### src/rtl/pdcal_pkg.sv
package pdcal_pkg;

  typedef enum logic [2:0] {
    ST_POWERDOWN = 3'd0,
    ST_WAIT_REF  = 3'd1,
    ST_CALIBRATE = 3'd2,
    ST_ACQUIRE   = 3'd3,
    ST_RUN       = 3'd4
  } seq_state_e;

  typedef struct packed {
    logic out_en;
    logic core_rst;
    logic cal_req;
    logic lol_mask;
    logic acq_done;
  } seq_outs_t;

  function automatic seq_outs_t decode_outs(input seq_state_e st);
    seq_outs_t o;
    o = '{out_en: 1'b0, core_rst: 1'b1, cal_req: 1'b0, lol_mask: 1'b1, acq_done: 1'b0};
    case (st)
      ST_POWERDOWN: o = '{out_en: 1'b0, core_rst: 1'b1, cal_req: 1'b0, lol_mask: 1'b1, acq_done: 1'b0};
      ST_WAIT_REF:  o = '{out_en: 1'b1, core_rst: 1'b1, cal_req: 1'b0, lol_mask: 1'b0, acq_done: 1'b0};
      ST_CALIBRATE: o = '{out_en: 1'b1, core_rst: 1'b0, cal_req: 1'b1, lol_mask: 1'b1, acq_done: 1'b0};
      ST_ACQUIRE:   o = '{out_en: 1'b1, core_rst: 1'b0, cal_req: 1'b0, lol_mask: 1'b0, acq_done: 1'b0};
      ST_RUN:       o = '{out_en: 1'b1, core_rst: 1'b0, cal_req: 1'b0, lol_mask: 1'b0, acq_done: 1'b1};
      default:      o = '{out_en: 1'b0, core_rst: 1'b1, cal_req: 1'b0, lol_mask: 1'b1, acq_done: 1'b0};
    endcase
    return o;
  endfunction

endpackage

### src/rtl/pdcal_sync.sv
module pdcal_sync #(
  parameter int STAGES = 2
) (
  input  logic clk,
  input  logic rst,
  input  logic pin_raw,
  output logic pin_lvl
);

  localparam int NS = (STAGES < 2) ? 2 : STAGES;

  logic [NS-1:0] chain;

  genvar g;
  generate
    for (g = 0; g < NS; g++) begin : g_stage
      if (g == 0) begin : g_first
        always_ff @(posedge clk) begin
          if (rst) chain[0] <= 1'b0;
          else     chain[0] <= pin_raw;
        end
      end else begin : g_next
        always_ff @(posedge clk) begin
          if (rst) chain[g] <= 1'b0;
          else     chain[g] <= chain[g-1];
        end
      end
    end
  endgenerate

  assign pin_lvl = chain[NS-1];

endmodule

### src/rtl/pdcal_high_qual.sv
module pdcal_high_qual #(
  parameter int MIN_HIGH_CYCLES = 250
) (
  input  logic clk,
  input  logic rst,
  input  logic pin_lvl,
  output logic qualified
);

  localparam int MH = (MIN_HIGH_CYCLES < 1) ? 1 : MIN_HIGH_CYCLES;
  localparam int CW = $clog2(MH + 1) + 1;
  localparam logic [CW-1:0] LIMIT  = CW'(MH);
  localparam logic [CW-1:0] LIM_M1 = CW'(MH - 1);

  logic [CW-1:0] hi_cnt;
  logic          pin_prev;
  logic          rise;

  assign rise = pin_lvl && !pin_prev;

  always_ff @(posedge clk) begin
    if (rst) begin
      hi_cnt    <= '0;
      pin_prev  <= 1'b0;
      qualified <= 1'b1;
    end else begin
      pin_prev <= pin_lvl;
      if (rise) begin
        hi_cnt    <= CW'(1);
        qualified <= (MH <= 1);
      end else if (pin_lvl) begin
        if (hi_cnt < LIMIT) hi_cnt <= hi_cnt + 1'b1;
        if (hi_cnt >= LIM_M1) qualified <= 1'b1;
      end else begin
        hi_cnt <= '0;
      end
    end
  end

  p_cnt_bound_r4: assert property (@(posedge clk) disable iff (rst)
    hi_cnt <= LIMIT);

  p_rise_clears_r4: assert property (@(posedge clk) disable iff (rst)
    ((MH > 1) && pin_lvl && !pin_prev) |=> !qualified);

endmodule

### src/rtl/pdcal_acq_timer.sv
module pdcal_acq_timer #(
  parameter int ACQ_CYCLES = 375000
) (
  input  logic clk,
  input  logic rst,
  input  logic run,
  output logic expired
);

  localparam int AC = (ACQ_CYCLES < 1) ? 1 : ACQ_CYCLES;
  localparam int CW = $clog2(AC + 1) + 1;
  localparam logic [CW-1:0] LIMIT = CW'(AC);

  logic [CW-1:0] cnt;

  assign expired = (cnt == LIMIT);

  always_ff @(posedge clk) begin
    if (rst || !run) cnt <= '0;
    else if (!expired) cnt <= cnt + 1'b1;
  end

  p_expired_holds_r7: assert property (@(posedge clk) disable iff (rst)
    (expired && run) |=> expired);

  p_cnt_bound_r7: assert property (@(posedge clk) disable iff (rst)
    cnt <= LIMIT);

endmodule

### src/rtl/pdcal_fsm.sv
module pdcal_fsm
  import pdcal_pkg::*;
(
  input  logic clk,
  input  logic rst,
  input  logic pin_lvl,
  input  logic qualified,
  input  logic ref_ok,
  input  logic cal_done,
  input  logic acq_expired,
  output logic timer_run,
  output logic out_en,
  output logic core_rst,
  output logic cal_req,
  output logic lol_mask,
  output logic acq_done
);

  seq_state_e st, st_nx;
  seq_outs_t  outs_q, outs_nx;

  always_comb begin
    st_nx = st;
    if (pin_lvl) begin
      st_nx = ST_POWERDOWN;
    end else begin
      case (st)
        ST_POWERDOWN: if (qualified) st_nx = ST_WAIT_REF;
        ST_WAIT_REF:  if (ref_ok) st_nx = ST_CALIBRATE;
        ST_CALIBRATE: begin
          if (!ref_ok)       st_nx = ST_WAIT_REF;
          else if (cal_done) st_nx = ST_ACQUIRE;
        end
        ST_ACQUIRE:   if (acq_expired) st_nx = ST_RUN;
        ST_RUN:       st_nx = ST_RUN;
        default:      st_nx = ST_POWERDOWN;
      endcase
    end
  end

  assign outs_nx = decode_outs(st_nx);

  always_ff @(posedge clk) begin
    if (rst) begin
      st     <= ST_POWERDOWN;
      outs_q <= decode_outs(ST_POWERDOWN);
    end else begin
      st     <= st_nx;
      outs_q <= outs_nx;
    end
  end

  assign timer_run = (st == ST_CALIBRATE) || (st == ST_ACQUIRE);
  assign out_en    = outs_q.out_en;
  assign core_rst  = outs_q.core_rst;
  assign cal_req   = outs_q.cal_req;
  assign lol_mask  = outs_q.lol_mask;
  assign acq_done  = outs_q.acq_done;

  p_pd_forces_off_r1: assert property (@(posedge clk) disable iff (rst)
    pin_lvl |=> (!out_en && core_rst && !acq_done));

  p_mask_in_pd_r2: assert property (@(posedge clk) disable iff (rst)
    pin_lvl |=> lol_mask);

  p_leave_pd_qualified_r4: assert property (@(posedge clk) disable iff (rst)
    $rose(out_en) |-> ($past(qualified) && !$past(pin_lvl)));

  p_req_needs_ref_r6: assert property (@(posedge clk) disable iff (rst)
    $rose(cal_req) |-> $past(ref_ok));

  p_req_out_of_reset_r6: assert property (@(posedge clk) disable iff (rst)
    cal_req |-> (!core_rst && out_en));

  p_run_needs_timer_r7: assert property (@(posedge clk) disable iff (rst)
    $rose(acq_done) |-> $past(acq_expired));

endmodule

### src/rtl/pdcal_seq.sv
module pdcal_seq #(
  parameter int SYNC_STAGES     = 2,
  parameter int MIN_HIGH_CYCLES = 250,
  parameter int ACQ_CYCLES      = 375000
) (
  input  logic clk,
  input  logic rst,
  input  logic pdcal_pin,
  input  logic ref_ok,
  input  logic cal_done,
  output logic out_en,
  output logic core_rst,
  output logic cal_req,
  output logic lol_mask,
  output logic acq_done
);

  logic pin_lvl;
  logic qualified;
  logic timer_run;
  logic acq_expired;

  pdcal_sync #(.STAGES(SYNC_STAGES)) u_sync (
    .clk     (clk),
    .rst     (rst),
    .pin_raw (pdcal_pin),
    .pin_lvl (pin_lvl)
  );

  pdcal_high_qual #(.MIN_HIGH_CYCLES(MIN_HIGH_CYCLES)) u_qual (
    .clk       (clk),
    .rst       (rst),
    .pin_lvl   (pin_lvl),
    .qualified (qualified)
  );

  pdcal_acq_timer #(.ACQ_CYCLES(ACQ_CYCLES)) u_timer (
    .clk     (clk),
    .rst     (rst),
    .run     (timer_run),
    .expired (acq_expired)
  );

  pdcal_fsm u_fsm (
    .clk         (clk),
    .rst         (rst),
    .pin_lvl     (pin_lvl),
    .qualified   (qualified),
    .ref_ok      (ref_ok),
    .cal_done    (cal_done),
    .acq_expired (acq_expired),
    .timer_run   (timer_run),
    .out_en      (out_en),
    .core_rst    (core_rst),
    .cal_req     (cal_req),
    .lol_mask    (lol_mask),
    .acq_done    (acq_done)
  );

endmodule

### config.mk
export PLATFORM = sky130hd
export DESIGN_NAME = pdcal_seq
export DESIGN_NICKNAME = d
export VERILOG_FILES = /design/src/rtl/pdcal_pkg.sv /design/src/rtl/pdcal_sync.sv /design/src/rtl/pdcal_high_qual.sv /design/src/rtl/pdcal_acq_timer.sv /design/src/rtl/pdcal_fsm.sv /design/src/rtl/pdcal_seq.sv
export SDC_FILE = /design/constraint.sdc
export NUM_CORES = 1
export LEC_CHECK = 0
export BUFFER_PORTS_ARGS = -buffer_cell sky130_fd_sc_hd__clkbuf_2
export CORE_MARGIN = 4
export CORE_UTILIZATION = 63
export CTS_BUF_LIST = sky130_fd_sc_hd__clkbuf_4
export DETAILED_ROUTE_END_ITERATION = 12
export PLACE_DENSITY = 0.8
export SYNTH_ARGS = -nofsm -noshare
export SYNTH_HDL_FRONTEND = slang
export SYNTH_HIERARCHICAL = 1
export SYNTH_SLANG_ARGS = --single-unit
### constraint.sdc
create_clock -name clk -period 2.4 [get_ports clk]
set_input_delay 0.72 -clock clk [delete_from_list [all_inputs] [get_ports clk]]
set_output_delay 0.72 -clock clk [all_outputs]
set_load 0.01 [all_outputs]
* Word level (Yosys, flattened, before mapping)
Cells that the tools add are included.
** Storage, ports and cells
- Flip-flop bits (word level) :: 41
- Bits in latches :: 0
- RAM bits :: 0
- ROM bits :: 0
- Bits of input ports :: 5
- Logic and storage cells :: 52
- Memories kept :: 0
** Cells by class
- Add/subtract/negate cells :: 2
- Multiply operators :: 0
- Div/mod/pow operators :: 0
- $lt $le $gt $ge :: 2
- Eq/ne operators :: 10
- Shift operators :: 0
- Multiplexer cells :: 14
- Bitwise operators :: 1
- Reductions and logical operators :: 10
** Operators by type and width (count)
- 20-bit by 1-bit adder with 20-bit output, second input constant :: 1
- 20-bit by 19-bit equality test with 1-bit output, second input constant :: 1
- 5-bit one-hot mux with 4 select lines :: 1
- 3-bit two-way mux :: 6
- 3-bit one-hot mux with 5 select lines :: 1
- 3-bit by 2-bit equality test with 1-bit output, second input constant :: 4
- 9-bit by 1-bit adder with 9-bit output, second input constant :: 1
- 9-bit by 8-bit greater-or-equal comparator with 1-bit output, second input constant :: 1
- 9-bit by 8-bit less-than comparator with 1-bit output, second input constant :: 1
- 3-bit by 1-bit equality test with 1-bit output, second input constant :: 2
- 3-bit equality test, second input constant :: 2
- 1-bit two-way mux :: 6
- 2-bit nonzero test :: 2
- 3-bit logical NOT :: 1
- 3-bit by 1-bit inequality test with 1-bit output, second input constant :: 1
- 3-bit OR reduction :: 1
- 1-bit logical NOT :: 2
- 1-bit logical OR :: 2
- 2-bit AND reduction :: 1
- 1-bit logical AND :: 1
- 1-bit inverter :: 1

* Longest topological paths before layout
- Depth after elaboration :: 6
- Gate-level depth with buffers :: 8
- Gate-level depth less buffers :: 8

* Modules after synthesis
Netlist, hierarchy kept.
** Modules (own cells, without submodules)
- pdcal_acq_timer :: instances 1, cells an instance 117, area an instance 1028.5 um2
- pdcal_high_qual :: instances 1, cells an instance 61, area an instance 568.0 um2
- pdcal_fsm :: instances 1, cells an instance 33, area an instance 332.8 um2
- pdcal_sync :: instances 1, cells an instance 4, area an instance 52.6 um2

* Worst setup path before layout
OpenSTA, ideal clock, no wires.
- Path kind :: register to register
- Start point :: register u_timer.cnt[2]
- End point :: register u_fsm.outs_q (netlist bit u_fsm/lol_mask)
- Library setup time :: 115 ps
- Arrival :: 1944 ps
- Data required time :: 2285 ps
- Path slack :: 341 ps
- Cell stages (with the launch flop) :: 7
- Path buffers :: 0
- Cells stage by stage :: dfxtp_1 -> or4b_4 -> nor4_1 -> nand4b_1 -> a21oi_2 -> and2b_2 -> o21ba_1
** Between the ends
- Cells in the longest elaborated chain, start to end :: 6
- Elaborated cells between the ends (all ways) :: 9
- Those cells by class :: eq/ne: 5; mux: 4
** RTL lines
- start, declared :: line pdcal_acq_timer.sv:14 : logic [CW-1:0] cnt;
- start signal, assigned :: line pdcal_acq_timer.sv:20 : else if (!expired) cnt <= cnt + 1'b1;
- 20-bit by 19-bit equality test with 1-bit output (*) :: line pdcal_acq_timer.sv:16 : assign expired = (cnt == LIMIT);
- named net acq_expired :: line pdcal_seq.sv:21 : logic acq_expired;
- 3-bit two-way mux (*) :: line pdcal_fsm.sv:34 : ST_ACQUIRE: if (acq_expired) st_nx = ST_RUN;
- 3-bit one-hot mux with 5 select lines (*) :: line pdcal_fsm.sv:27 : case (st)
- 3-bit two-way mux (*) :: line pdcal_fsm.sv:24 : if (pin_lvl) begin
- 3-bit equality test, or another cell as far along :: line pdcal_pkg.sv:22 : case (st)
- 5-bit one-hot mux with 4 select lines (*) :: line pdcal_pkg.sv:22
- end signal, assigned :: line pdcal_fsm.sv:46 : outs_q <= decode_outs(ST_POWERDOWN);
- end signal, assigned :: line pdcal_fsm.sv:49 : outs_q <= outs_nx;
- end, declared :: line pdcal_fsm.sv:20 : seq_outs_t outs_q, outs_nx;
The timed path passes the listed nets; every way through them passes the cells marked *.
A chain may end at the register's enable or synchronous reset.

* Final worst setup path
- Start point :: register u_timer.cnt[4]
- End point :: register u_fsm.outs_q (netlist bit u_fsm/lol_mask)
The elaborated chain is that of the path after synthesis.

==> impl_metrics.ini <==
[status]
status = finished clean

[yosys]
synth_area_leaders = dfxtp_1 (41%), nor2_1 (3.8%), a21oi_1 (2.8%)
yosys.area.top_type_share_pct = 41.4
synth_edf_count = 0
ys_ff_latch = 41
ys_seq_area_share_pct = 41.4
synthFlopType = dfxtp_1
ys_async_sr_fraction_pct = 0
synth_cell_types = 61
syn-num-nets = 224
synth_top_cell_by_area = dfxtp_1
synth_warnings = 6
synth_area_um2 = 1980
syn_avg_cell_area_um2 = 9.22
syn_inst = 215

[placed_design]
port_buffers = 9
gp_congestion = 0.934
place_hpwl_um = 2760
place_inst = 265

[worst_setup_path]
path_cells = or4b_4 > nor4_1 > buf_4 > nand2_1 > o211a_1 > o21bai_1 > o21ba_1
arrival_ps = 2450
ff2ff_setup_slack_ps = 260
critPathKind = flip-flop to flip-flop
r2r_start = u_timer/cnt[4]$_SDFFE_PP0P_
cp_data_required_time_ps = 2710
max_stage_delay_ps = 510
crit_path_start_kind = flip-flop
slowest_stage = or4b_4
rr_endpoint = u_fsm/lol_mask$_SDFF_PP1_
cp-end-kind = flip-flop
cp_max_fo = 5
worstRegToRegCells = 7

[detailed_routing]
first_iter_violations = 133
wl_per_cell_um = 14.0
first_pass_iters = 4
via_per_inst = 6.00
drc = 0
drtAntennaViolNets = 0
wl_um = 3820
vias = 1638

[global_routing]
overflow = 0
grt_pass1_wl_um = 6960
grt_max_degree = 14
antenna_found_initial = 0
grt_use_total_pct = 21.4
grt_pass1_vias = 1582

[sta]
fin_skew_ps = 11.1
worstMarginPinSlew_ps = 494
relSlewSlack_pct = 66.8
final.period_utilization_pct = 89.1
rsz0062_at_grt = no
fmax_mhz = 468
finalSetupTns_ps = 0
fin_crit_ps = 2140
slew_violations = 0
setup_viol_count_final = 0
hold_viol_final = 0
whs_ps = 469

[die]
row_count = 20
dieArea_um2 = 4110
fp.dieW_um = 64.1
io_pins = 10
coreArea_um2 = 3030
start_util_pct = 65.5
chipHeight_um = 64.1

[layout]
fin_nets = 237
syn2layout_area_growth_pct = 8.46
num_antenna_cells = 0
drive_gt1_share_pct = 17.0
finalNonFillerCells = 273

[clock_tree]
post_cts_buffers = 0
cts-root-buf = clkbuf_4
cts-hold-fix-buffers = 0
cts_tree = done
cts_buffers = 5
cts.clk_slew.worst_paths_ps = 120
cts_resized = 0
ctsLongestPathBuffers = 2
insertion_delay_ps = 360
h-tree-depth = 2
cts.sinks = 41

[run]
maxCapViolCount = 0

[pwr]
vdd_ir_drop_max_uv = 324
p_per_area_nw_per_um2 = 566
p_leak_nw = 0.758

[worst_hold_path]
whs_endpoint = u_sync/pin_lvl$_SDFF_PP0_
hp-start = u_sync/chain[0]$_SDFF_PP0_
hp-class = flip-flop to flip-flop
hold_path_depth = 1
## logic make-up (layout without fill, tap and decap cells)
logic type                 Yosys count  in the layout  share of synthesized area, %
muxes                                3              3                          1.58
xor gates and xnor gates            10             10                          4.42
adders and majority gates            4              4                          2.53
AOI/OAI and AO/OA                   44             44                          15.9
buffers and inverters               13             27                          2.84
and+or+nand+nor                    100            100                          31.3
DFF                                 41             41                          41.4
## cell type report
type,count,area (µm²)
Multi-Input combinational cell,161,1100
Clock inverter,3,41.3
Clock buffer,5,37.5
Tap cell,44,55.1
Inverter,8,30.0
Sequential cell,41,821
Timing Repair Buffer,11,60.1
Fill cell,245,878
## layer usage
layer	vias up	part of all wire [%]	global-route usage, %
met5	-	0	0
met1	786	45	26.3
li1	819	-	-
met4	0	1.4	8.71
met3	5	4.5	7.38
met2	28	49	34.3
## worst max-delay path: cells and delay by family (launching register included)
| kind | cells | cell delay [ps] |
|---|---|---|
| flip-flops | 1 | 450 |
| buffers and inverters | 1 | 170 |
| AND/OR/NAND/NOR | 3 | 840 |
| AO/OA/AOI/OAI | 3 | 640 |
## placed cells by master, fill, tap and decap left out, types with 3 or more instances in the layout
cell,instances
a21oi_1,11
a31oi_1,4
clkbuf_2,9
clkbuf_4,5
dfxtp_1,41
ha_1,4
inv_1,8
nand2_1,13
nand2b_1,3
nand3_1,8
nand3b_1,3
nor2_1,20
nor2b_1,7
nor3_1,8
nor4_1,5
o21ai_0,6
or3_1,3
xnor2_1,5
xor2_1,5
## cell usage after synthesis (3+ instances only)
master and number:
or3_1 3, o21ai_0 6, nor4_1 5, nor2_1 20
nor2b_1 7, xor2_1 5, nand3b_1 3, nand3_1 8
clkbuf_1 3, inv_1 8, a31oi_1 4, ha_1 4
nand2_1 13, a21oi_1 11, nand2b_1 3, dfxtp_1 41
xnor2_1 5, nor3_1 8
## through the flow
stage                     setup WS (ps)  instance area, µm²  util (%)  power [mW]
after floorplan                     341                1980         -       0.771
after global placement              333                2070      68.4       0.786
after detailed placement            275                2070      68.4       0.790
after CTS                           258                2150      71.0        1.23
after global routing               60.3                2150      71.0        1.28
final                               261                2150      71.0        1.22
## how the worst max path moves through the flow
| stage | start | endpoint | cells past startpoint |
|---|---|---|---|
| global placement | u_timer/cnt[2]$_SDFFE_PP0P_ | u_fsm/lol_mask$_SDFF_PP1_ | 7 |
| floorplan | u_timer/cnt[2]$_SDFFE_PP0P_ | u_fsm/lol_mask$_SDFF_PP1_ | 6 |
| detailed placement | u_timer/cnt[2]$_SDFFE_PP0P_ | u_fsm/lol_mask$_SDFF_PP1_ | 7 |
| finish | u_timer/cnt[4]$_SDFFE_PP0P_ | u_fsm/lol_mask$_SDFF_PP1_ | 7 |
| global route | u_timer/cnt[10]$_SDFFE_PP0P_ | u_fsm/out_en$_SDFF_PP0_ | 8 |
| CTS | u_timer/cnt[2]$_SDFFE_PP0P_ | u_fsm/lol_mask$_SDFF_PP1_ | 7 |
## flip-flops by register name, summed over array words and instances (netlist names)
signal and count:
u_fsm/lol_mask 1, u_timer/cnt 20, u_fsm/out_en 1, u_fsm/cal_req 1, u_fsm/acq_done 1, u_sync/pin_lvl 1
u_qual/pin_prev 1, u_fsm/st 3, u_sync/chain 1, u_qual/hi_cnt 9, u_qual/qualified 1, u_fsm/core_rst 1
## report_power, final
group / switching, mW / internal [mW] / total, mW
sequential: 0.0139 / 0.696 / 0.710
clock: 0.227 / 0.216 / 0.443
combinational: 0.0342 / 0.0301 / 0.0643
total: 0.275 / 0.942 / 1.22
Note: power is estimated with default switching activity, not from simulation.
